File: src/rtl/mbox_regs.sv
module mbox_regs #(
  parameter int DW = 8,
  parameter int AW = 5
) (
  input  logic          clk,
  input  logic          rst_n,
  input  logic          h_we,
  input  logic [AW-1:0] h_addr,
  input  logic [DW-1:0] h_wdata,
  output logic [DW-1:0] h_rdata,
  output logic          h_irq,
  input  logic          c_we,
  input  logic [AW-1:0] c_addr,
  input  logic [DW-1:0] c_wdata,
  output logic [DW-1:0] c_rdata,
  output logic          c_irq
);
  localparam int NREG = 2 * DW;
  localparam int IW   = $clog2(NREG);
  localparam logic [AW-1:0] A_CTRL = AW'(NREG);
  localparam logic [AW-1:0] A_ENL  = AW'(NREG + 1);
  localparam logic [AW-1:0] A_ENH  = AW'(NREG + 2);
  localparam logic [AW-1:0] A_MKL  = AW'(NREG + 3);
  localparam logic [AW-1:0] A_MKH  = AW'(NREG + 4);
  localparam logic [AW-1:0] A_PDL  = AW'(NREG + 5);
  localparam logic [AW-1:0] A_PDH  = AW'(NREG + 6);

  logic [DW-1:0]   mem [NREG];
  logic            h_db, c_db;
  logic [NREG-1:0] h_en, h_mk, h_pd;
  logic [NREG-1:0] c_en, c_mk, c_pd;
  logic [NREG-1:0] h_sel, c_sel, h_set, c_set, h_clr, c_clr;
  logic            h_ring, c_ring, h_ack, c_ack;

  assign h_sel = (h_we && h_addr < AW'(NREG)) ? (NREG'(1) << h_addr[IW-1:0]) : '0;
  assign c_sel = (c_we && c_addr < AW'(NREG)) ? (NREG'(1) << c_addr[IW-1:0]) : '0;

  assign c_set = h_sel & c_en & ~c_mk;
  assign h_set = c_sel & h_en & ~h_mk;

  assign h_clr = !h_we ? '0 :
                 (h_addr == A_PDL) ? {{DW{1'b0}}, h_wdata} :
                 (h_addr == A_PDH) ? {h_wdata, {DW{1'b0}}} : '0;
  assign c_clr = !c_we ? '0 :
                 (c_addr == A_PDL) ? {{DW{1'b0}}, c_wdata} :
                 (c_addr == A_PDH) ? {c_wdata, {DW{1'b0}}} : '0;

  assign h_ring = h_we && h_addr == A_CTRL && h_wdata[0];
  assign c_ring = c_we && c_addr == A_CTRL && c_wdata[0];
  assign h_ack  = h_we && h_addr == A_CTRL && h_wdata[DW-1];
  assign c_ack  = c_we && c_addr == A_CTRL && c_wdata[DW-1];

  always_ff @(posedge clk) begin
    if (!rst_n) begin
      for (int i = 0; i < NREG; i++) mem[i] <= '0;
    end else begin
      for (int i = 0; i < NREG; i++) begin
        if (c_sel[i])      mem[i] <= c_wdata;
        else if (h_sel[i]) mem[i] <= h_wdata;
      end
    end
  end

  always_ff @(posedge clk) begin
    if (!rst_n) begin
      h_db <= 1'b0;
      c_db <= 1'b0;
      h_pd <= '0;
      c_pd <= '0;
    end else begin
      h_db <= (h_db && !h_ack) || c_ring;
      c_db <= (c_db && !c_ack) || h_ring;
      h_pd <= (h_pd & ~h_clr) | h_set;
      c_pd <= (c_pd & ~c_clr) | c_set;
    end
  end

  always_ff @(posedge clk) begin
    if (!rst_n) begin
      h_en <= '0;
      h_mk <= '0;
    end else if (h_we) begin
      case (h_addr)
        A_ENL: h_en[DW-1:0]    <= h_wdata;
        A_ENH: h_en[NREG-1:DW] <= h_wdata;
        A_MKL: h_mk[DW-1:0]    <= h_wdata;
        A_MKH: h_mk[NREG-1:DW] <= h_wdata;
        default: ;
      endcase
    end
  end

  always_ff @(posedge clk) begin
    if (!rst_n) begin
      c_en <= '0;
      c_mk <= '0;
    end else if (c_we) begin
      case (c_addr)
        A_ENL: c_en[DW-1:0]    <= c_wdata;
        A_ENH: c_en[NREG-1:DW] <= c_wdata;
        A_MKL: c_mk[DW-1:0]    <= c_wdata;
        A_MKH: c_mk[NREG-1:DW] <= c_wdata;
        default: ;
      endcase
    end
  end

  function automatic logic [DW-1:0] rd(input logic [AW-1:0] a, input logic db,
                                       input logic [NREG-1:0] en, mk, pd);
    if (a < AW'(NREG)) return mem[a[IW-1:0]];
    case (a)
      A_CTRL:  return {db, {(DW-1){1'b0}}};
      A_ENL:   return en[DW-1:0];
      A_ENH:   return en[NREG-1:DW];
      A_MKL:   return mk[DW-1:0];
      A_MKH:   return mk[NREG-1:DW];
      A_PDL:   return pd[DW-1:0];
      A_PDH:   return pd[NREG-1:DW];
      default: return '0;
    endcase
  endfunction

  assign h_rdata = rd(h_addr, h_db, h_en, h_mk, h_pd);
  assign c_rdata = rd(c_addr, c_db, c_en, c_mk, c_pd);

  assign h_irq = h_db || (|h_pd);
  assign c_irq = c_db || (|c_pd);

  p_ring_reaches_c_r3: assert property (@(posedge clk) disable iff (!rst_n)
    h_we && h_addr == A_CTRL && h_wdata[0] |=> c_irq && c_rdata == c_rdata);

  p_ack_keeps_on_ring_r4: assert property (@(posedge clk) disable iff (!rst_n)
    c_we && c_addr == A_CTRL && c_wdata[DW-1] && !(h_we && h_addr == A_CTRL && h_wdata[0])
    |=> !c_db);

  p_trigger_fires_r5: assert property (@(posedge clk) disable iff (!rst_n)
    h_we && h_addr < AW'(NREG) && c_en[h_addr[IW-1:0]] && !c_mk[h_addr[IW-1:0]] |=> c_irq);

  p_pend_needs_write_r6: assert property (@(posedge clk) disable iff (!rst_n)
    !(h_we && h_addr < AW'(NREG)) |=> (c_pd & ~$past(c_pd)) == '0);

  p_collision_ctrl_wins_r8: assert property (@(posedge clk) disable iff (!rst_n)
    h_we && c_we && h_addr == c_addr && c_addr < AW'(NREG)
    |=> mem[$past(c_addr[IW-1:0])] == $past(c_wdata));

  p_irq_sticky_r9: assert property (@(posedge clk) disable iff (!rst_n)
    c_irq && !c_we |=> c_irq);

  p_irq_sticky_host_r9: assert property (@(posedge clk) disable iff (!rst_n)
    h_irq && !h_we |=> h_irq);
endmodule

File: config.mk
export PLATFORM = sky130hd
export DESIGN_NAME = mbox_regs
export DESIGN_NICKNAME = d
export VERILOG_FILES = /design/src/rtl/mbox_regs.sv
export SDC_FILE = /design/constraint.sdc
export NUM_CORES = 1
export LEC_CHECK = 0
export BUFFER_PORTS_ARGS = -buffer_cell sky130_fd_sc_hd__buf_2
export CORE_UTILIZATION = 36
export DETAILED_ROUTE_END_ITERATION = 8
export PLACE_DENSITY_LB_ADDON = 0.15
export SLEW_MARGIN = 40
export SYNTH_ARGS = -nofsm -noshare
export SYNTH_HDL_FRONTEND = slang
export SYNTH_SLANG_ARGS = --single-unit
File: constraint.sdc
create_clock -name clk -period 2.3 [get_ports clk]
set_clock_uncertainty 0.05 [all_clocks]
set_input_delay 0.23 -clock clk [delete_from_list [all_inputs] [get_ports clk]]
set_output_delay 0.23 -clock clk [all_outputs]
set_load 0.05 [all_outputs]
# Yosys cells after proc, flatten, opt, wreduce, memory -nomap -nowiden
# Memories as Yosys holds them, arrays and structs flattened.
# Cells that the tools add are included.
dict set report totals {
  register_bits 98
  mem_bits_rw 128
  inputBits 30
  out_inout_bits 18
  mem_count 1
}
# memory depth width rd rd_ports_with_merged_regs wr line_no
set memory_table {}
lappend memory_table {mem 16 8 2 0 16 28} ;# logic [DW-1:0] mem [NREG];
dict set report classes {
  n_lt_le_gt_ge 2
  n_eq_ne 14
  shifts 2
  n_mux 161
  n_bitwise 44
  n_reduce_logical 26
}
# operator n
set ops {}
lappend ops {{$mux 8} 36}
lappend ops {{$mux 16} 8}
lappend ops {{$mux 1} 115}
lappend ops {{$pmux 8 s7} 2}
lappend ops {{$and 16x16->16} 6}
lappend ops {{$eq 5x5->1 const B} 14}
lappend ops {{$not 16->16} 4}
lappend ops {{$or 1x1->1} 32}
lappend ops {{$or 16x16->16} 2}
lappend ops {{$reduce_or 16->1} 2}
lappend ops {{$shl 1x4->16 const A} 2}
lappend ops {{$reduce_and 2->1} 8}
lappend ops {{$logic_and 1x1->1} 10}
lappend ops {{$lt 5x5->1 const B} 2}
lappend ops {{$logic_or 1x1->1} 4}
lappend ops {{$logic_not 1->1} 2}

# Depth between registers and ports, before layout
dict set report depth {
  ltp_word 8
  depth_mapped 8
  depth_no_buf 4
}

# Least setup slack after synthesis
# No wires, ideal clock.
dict set report synth_path {
  path_kind {input-to-output}
  start {in h_addr[1]}
  end {out h_rdata[0]}
  t_arrival_ns 1.981
  t_required_ns 2.020
  path_slack_ns 0.039
  stages 7
  path_cell_list {buf_2 -> buf_4 -> buf_2 -> buf_2 -> mux4_2 -> mux2i_1 -> o211ai_1}
}
dict set report synth_between {
  elab_chain_len 3
  word_cells_on_any_way 13
  cone_classes {1 x order compare; 7 x eq/ne; 4 x mux; 1 x memory}
}
# element line_no
set synth_rtl {}
lappend synth_rtl {{from (decl)} 8} ;# input logic [AW-1:0] h_addr,
lappend synth_rtl {{$mem_v2 16x8, or another cell as far along} --}
lappend synth_rtl {{$mux 8, or another cell as far along} 110} ;# if (a < AW'(NREG)) return mem[a[IW-1:0]];
lappend synth_rtl {{$mux 8 *} 111} ;# case (a)
lappend synth_rtl {{to (decl)} 10} ;# output logic [DW-1:0] h_rdata,
# Mark *: on every way between the ends. The rest lies on a longest branch, timed or not. The select of a mux whose other input is x is not followed.

==> flow_summary.toml <==
[layout]
multiInputGateArea_um2 = 7160
fillCellCount = 3524
syn_to_final_growth_pct = 22.9
layout_common_cells = "150 x buf_4, 149 x nand2_1, 128 x edfxtp_1, 117 x nor2_1, 112 x mux2i_1"
ff_latch_area_um2 = 5810
design_area_um2 = 16400
final_common_cell = "buf_4"
num_antenna_cells = 0
nets = 1462
finalCoreUtilization_pct = 44.8
layout-drive-gt1-share_pct = 27.4

[critical_path]
required_ns = 2.02
critPathMaxFanout = 2
cp_data_arrival_time_ns = 2.49
end_kind = "output port"
startpoint_type = "register"
path_class = "reg -> out"

[clocking]
cts_max_path_buffers = 3
cts_tree = "done"
holdBufCountCts = 0
cts_buffers = 26
htreeDepth = 1
cts-root-buf = "clkbuf_16"
clk_pin_slew_ns = 0.06
insertion_delay_ns = 0.56
cts.sinks = 226

[routing]
wl_per_cell_um = 27.8
drcViolationCount = 0
firstDrtPassIters = 7
ant_nets = 0
vias_per_cell = 6.02
wirelength_mm = 53.3
vias = 11556
drtIter0Drc = 1335

[synthesis]
synth.avg_cell_area_um2 = 10.2
synth_cells = 1312
seq_area_frac_synth_pct = 43.4
synth-main-ff-cell = "edfxtp_1"
yosys.area.top_type = "edfxtp_1"
async_flop_share_pct = 0
synthTopCellsByArea = "edfxtp_1 29%, dfxtp_1 15%, mux2i_1 8.5%"
synth_nets = 1342
synth_seq_cells = 226
synth_edf_count = 128
yosys_warnings = 0
yosys.cell_types.count = 72
synth.top_cell.area_share_pct = 28.8
mappedNetlistArea_um2 = 13400

[floorplan]
core.rowCount = 70
core_um2 = 36600
die_w_um = 195
die_area_um2 = 37900
start_util_pct = 36.5
ios = 48
die_h_um = 195

[place]
dpl_worst_slack_ns = -0.283
io_buffers = 47
dp_hpwl_mm = 39.7
placed_cell_area_um2 = 15200
gp_congestion = 0.928

[grt]
antenna_found_initial = 0
grt_first_pass_wirelength_mm = 78.5
track_usage_pct = 28.3
grt_max_degree = 36
grt_pass1_vias = 11359
grt-ovfl-total = 0

[outcome]
violations = "setup timing"
status = "finished with violations"

[timing]
hold_violations = 0
worstMarginPinSlew_ns = 0.684
slew_headroom_pct = 54.4
timing.final.crit_period_ns = 2.77
setup_viol = 13
worst_slack_ns = -0.467
tns_ns = -3.39
fmax_mhz = 361
drv_slew = 0
rsz0062_at_grt = "yes"
period_share_pct = 120

[run]
cap_violations = 0

[power_and_ir_drop]
internal-power_mw = 7.68
peakVddDrop_mv = 0.480
pwr_density_cell_nw_per_um2 = 645
combPwrFrac_pct = 15.4
power_leakage_nw = 6.11
clockPowerShare_pct = 41.0
p_switching_mw = 2.91
p_seq_share_pct = 43.6
p_sw_share_pct = 27.5

[worst_hold_path]
min_path_type = "in -> reg"
[synth_stat cells (7+ instances only)]
master,n
dfxtp_1,98
nor4_1,7
nand4_1,12
clkbuf_1,68
mux4_2,41
edfxtp_1,128
nor2b_1,16
o21ai_1,8
a22o_1,15
a21oi_1,55
nor2_1,117
nand3_1,49
o21ai_0,66
mux2i_1,113
nand2b_1,11
buf_2,39
or4_1,7
buf_4,9
a21boi_0,32
mux2_2,32
o2bb2ai_1,7
a211oi_1,9
a221oi_1,9
a22oi_1,39
nand2_1,152
o21a_1,32
nor3b_1,33
o22ai_1,7
[power groups by stage]
| stage | Combinational [mW] | Clock, mW | Sequential (mW) |
|---|---|---|---|
| 3_5_place_dp | 1.52 | 0 | 4.70 |
| 6_report | 1.63 | 4.34 | 4.61 |
| 3_3_place_gp | 1.51 | 0 | 4.70 |
| 5_1_grt | 1.70 | 4.53 | 4.62 |
| 4_1_cts | 1.60 | 4.38 | 4.61 |
| 2_1_floorplan | 0.893 | 0 | 4.59 |
[path summary, 6_finish.rpt]
kind           endpoint        from  depth (start not counted)  slack, ns
min             c_mk[7]  c_wdata[7]                          3       0.09
min reg2reg     c_en[0]     c_en[0]                          2       0.42
max          h_rdata[1]   mem[7][1]                          4      -0.47
max reg2reg     c_pd[1]     c_pd[1]                          2       1.41
[metrics by stage]
step,hold slack (ns),power [mW],cells
global placement,0.403,6.21,1871
detailed placement,0.408,6.22,1871
finish,0.0929,10.6,1920
CTS,0.0775,10.6,1920
global route,0.0862,10.9,1920
floorplan,0.372,5.49,1312
[kinds of logic (layout without fill, tap and decap cells)]
group	after synthesis	count (layout)	synth area share (%)
AO/OA/AOI/OAI	321	321	17.3
AND/OR/NAND/NOR	450	450	16.8
multiplexers	186	186	18.1
buffers and inverters	129	269	4.47
flip-flops	226	226	43.4
[area by class of cell]
class                      count  share of cell area (%)
timing repair buffer         218                    12.0
clock buffer                  39                    4.76
inverter                       3                  0.0838
sequential                   226                    35.4
tap                          468                    3.57
clock inverter                 9                   0.594
multi-input combinational    957                    43.6
[repair_timing]
action,CTS,global route
gates resized for setup,60,20
endpoints found under the setup margin,18,17
setup buffers,2,0
pin swaps,15,17
[registers in the layout, indices dropped and copies added, names as in the netlist]
name,count
c_db,1
c_en,16
c_mk,16
c_pd,16
h_db,1
h_en,16
h_mk,16
h_pd,16
mem,128
[metal layers]
layer  track usage (%)  wire [um]  vias up
li1                  -          -     5178
met1              38.8      23100     5762
met2              45.1      24600      518
met3              3.75       3720       98
met4              10.9       1890        0
met5                 0          0        -
[critical path, cell delays in order (launching register included)]
cell	delay [ns]
edfxtp_1	0.50
mux4_2	0.52
a22o_1	0.24
or4_4	0.50
buf_6	0.17
Note: power is estimated with default switching activity, not from simulation.
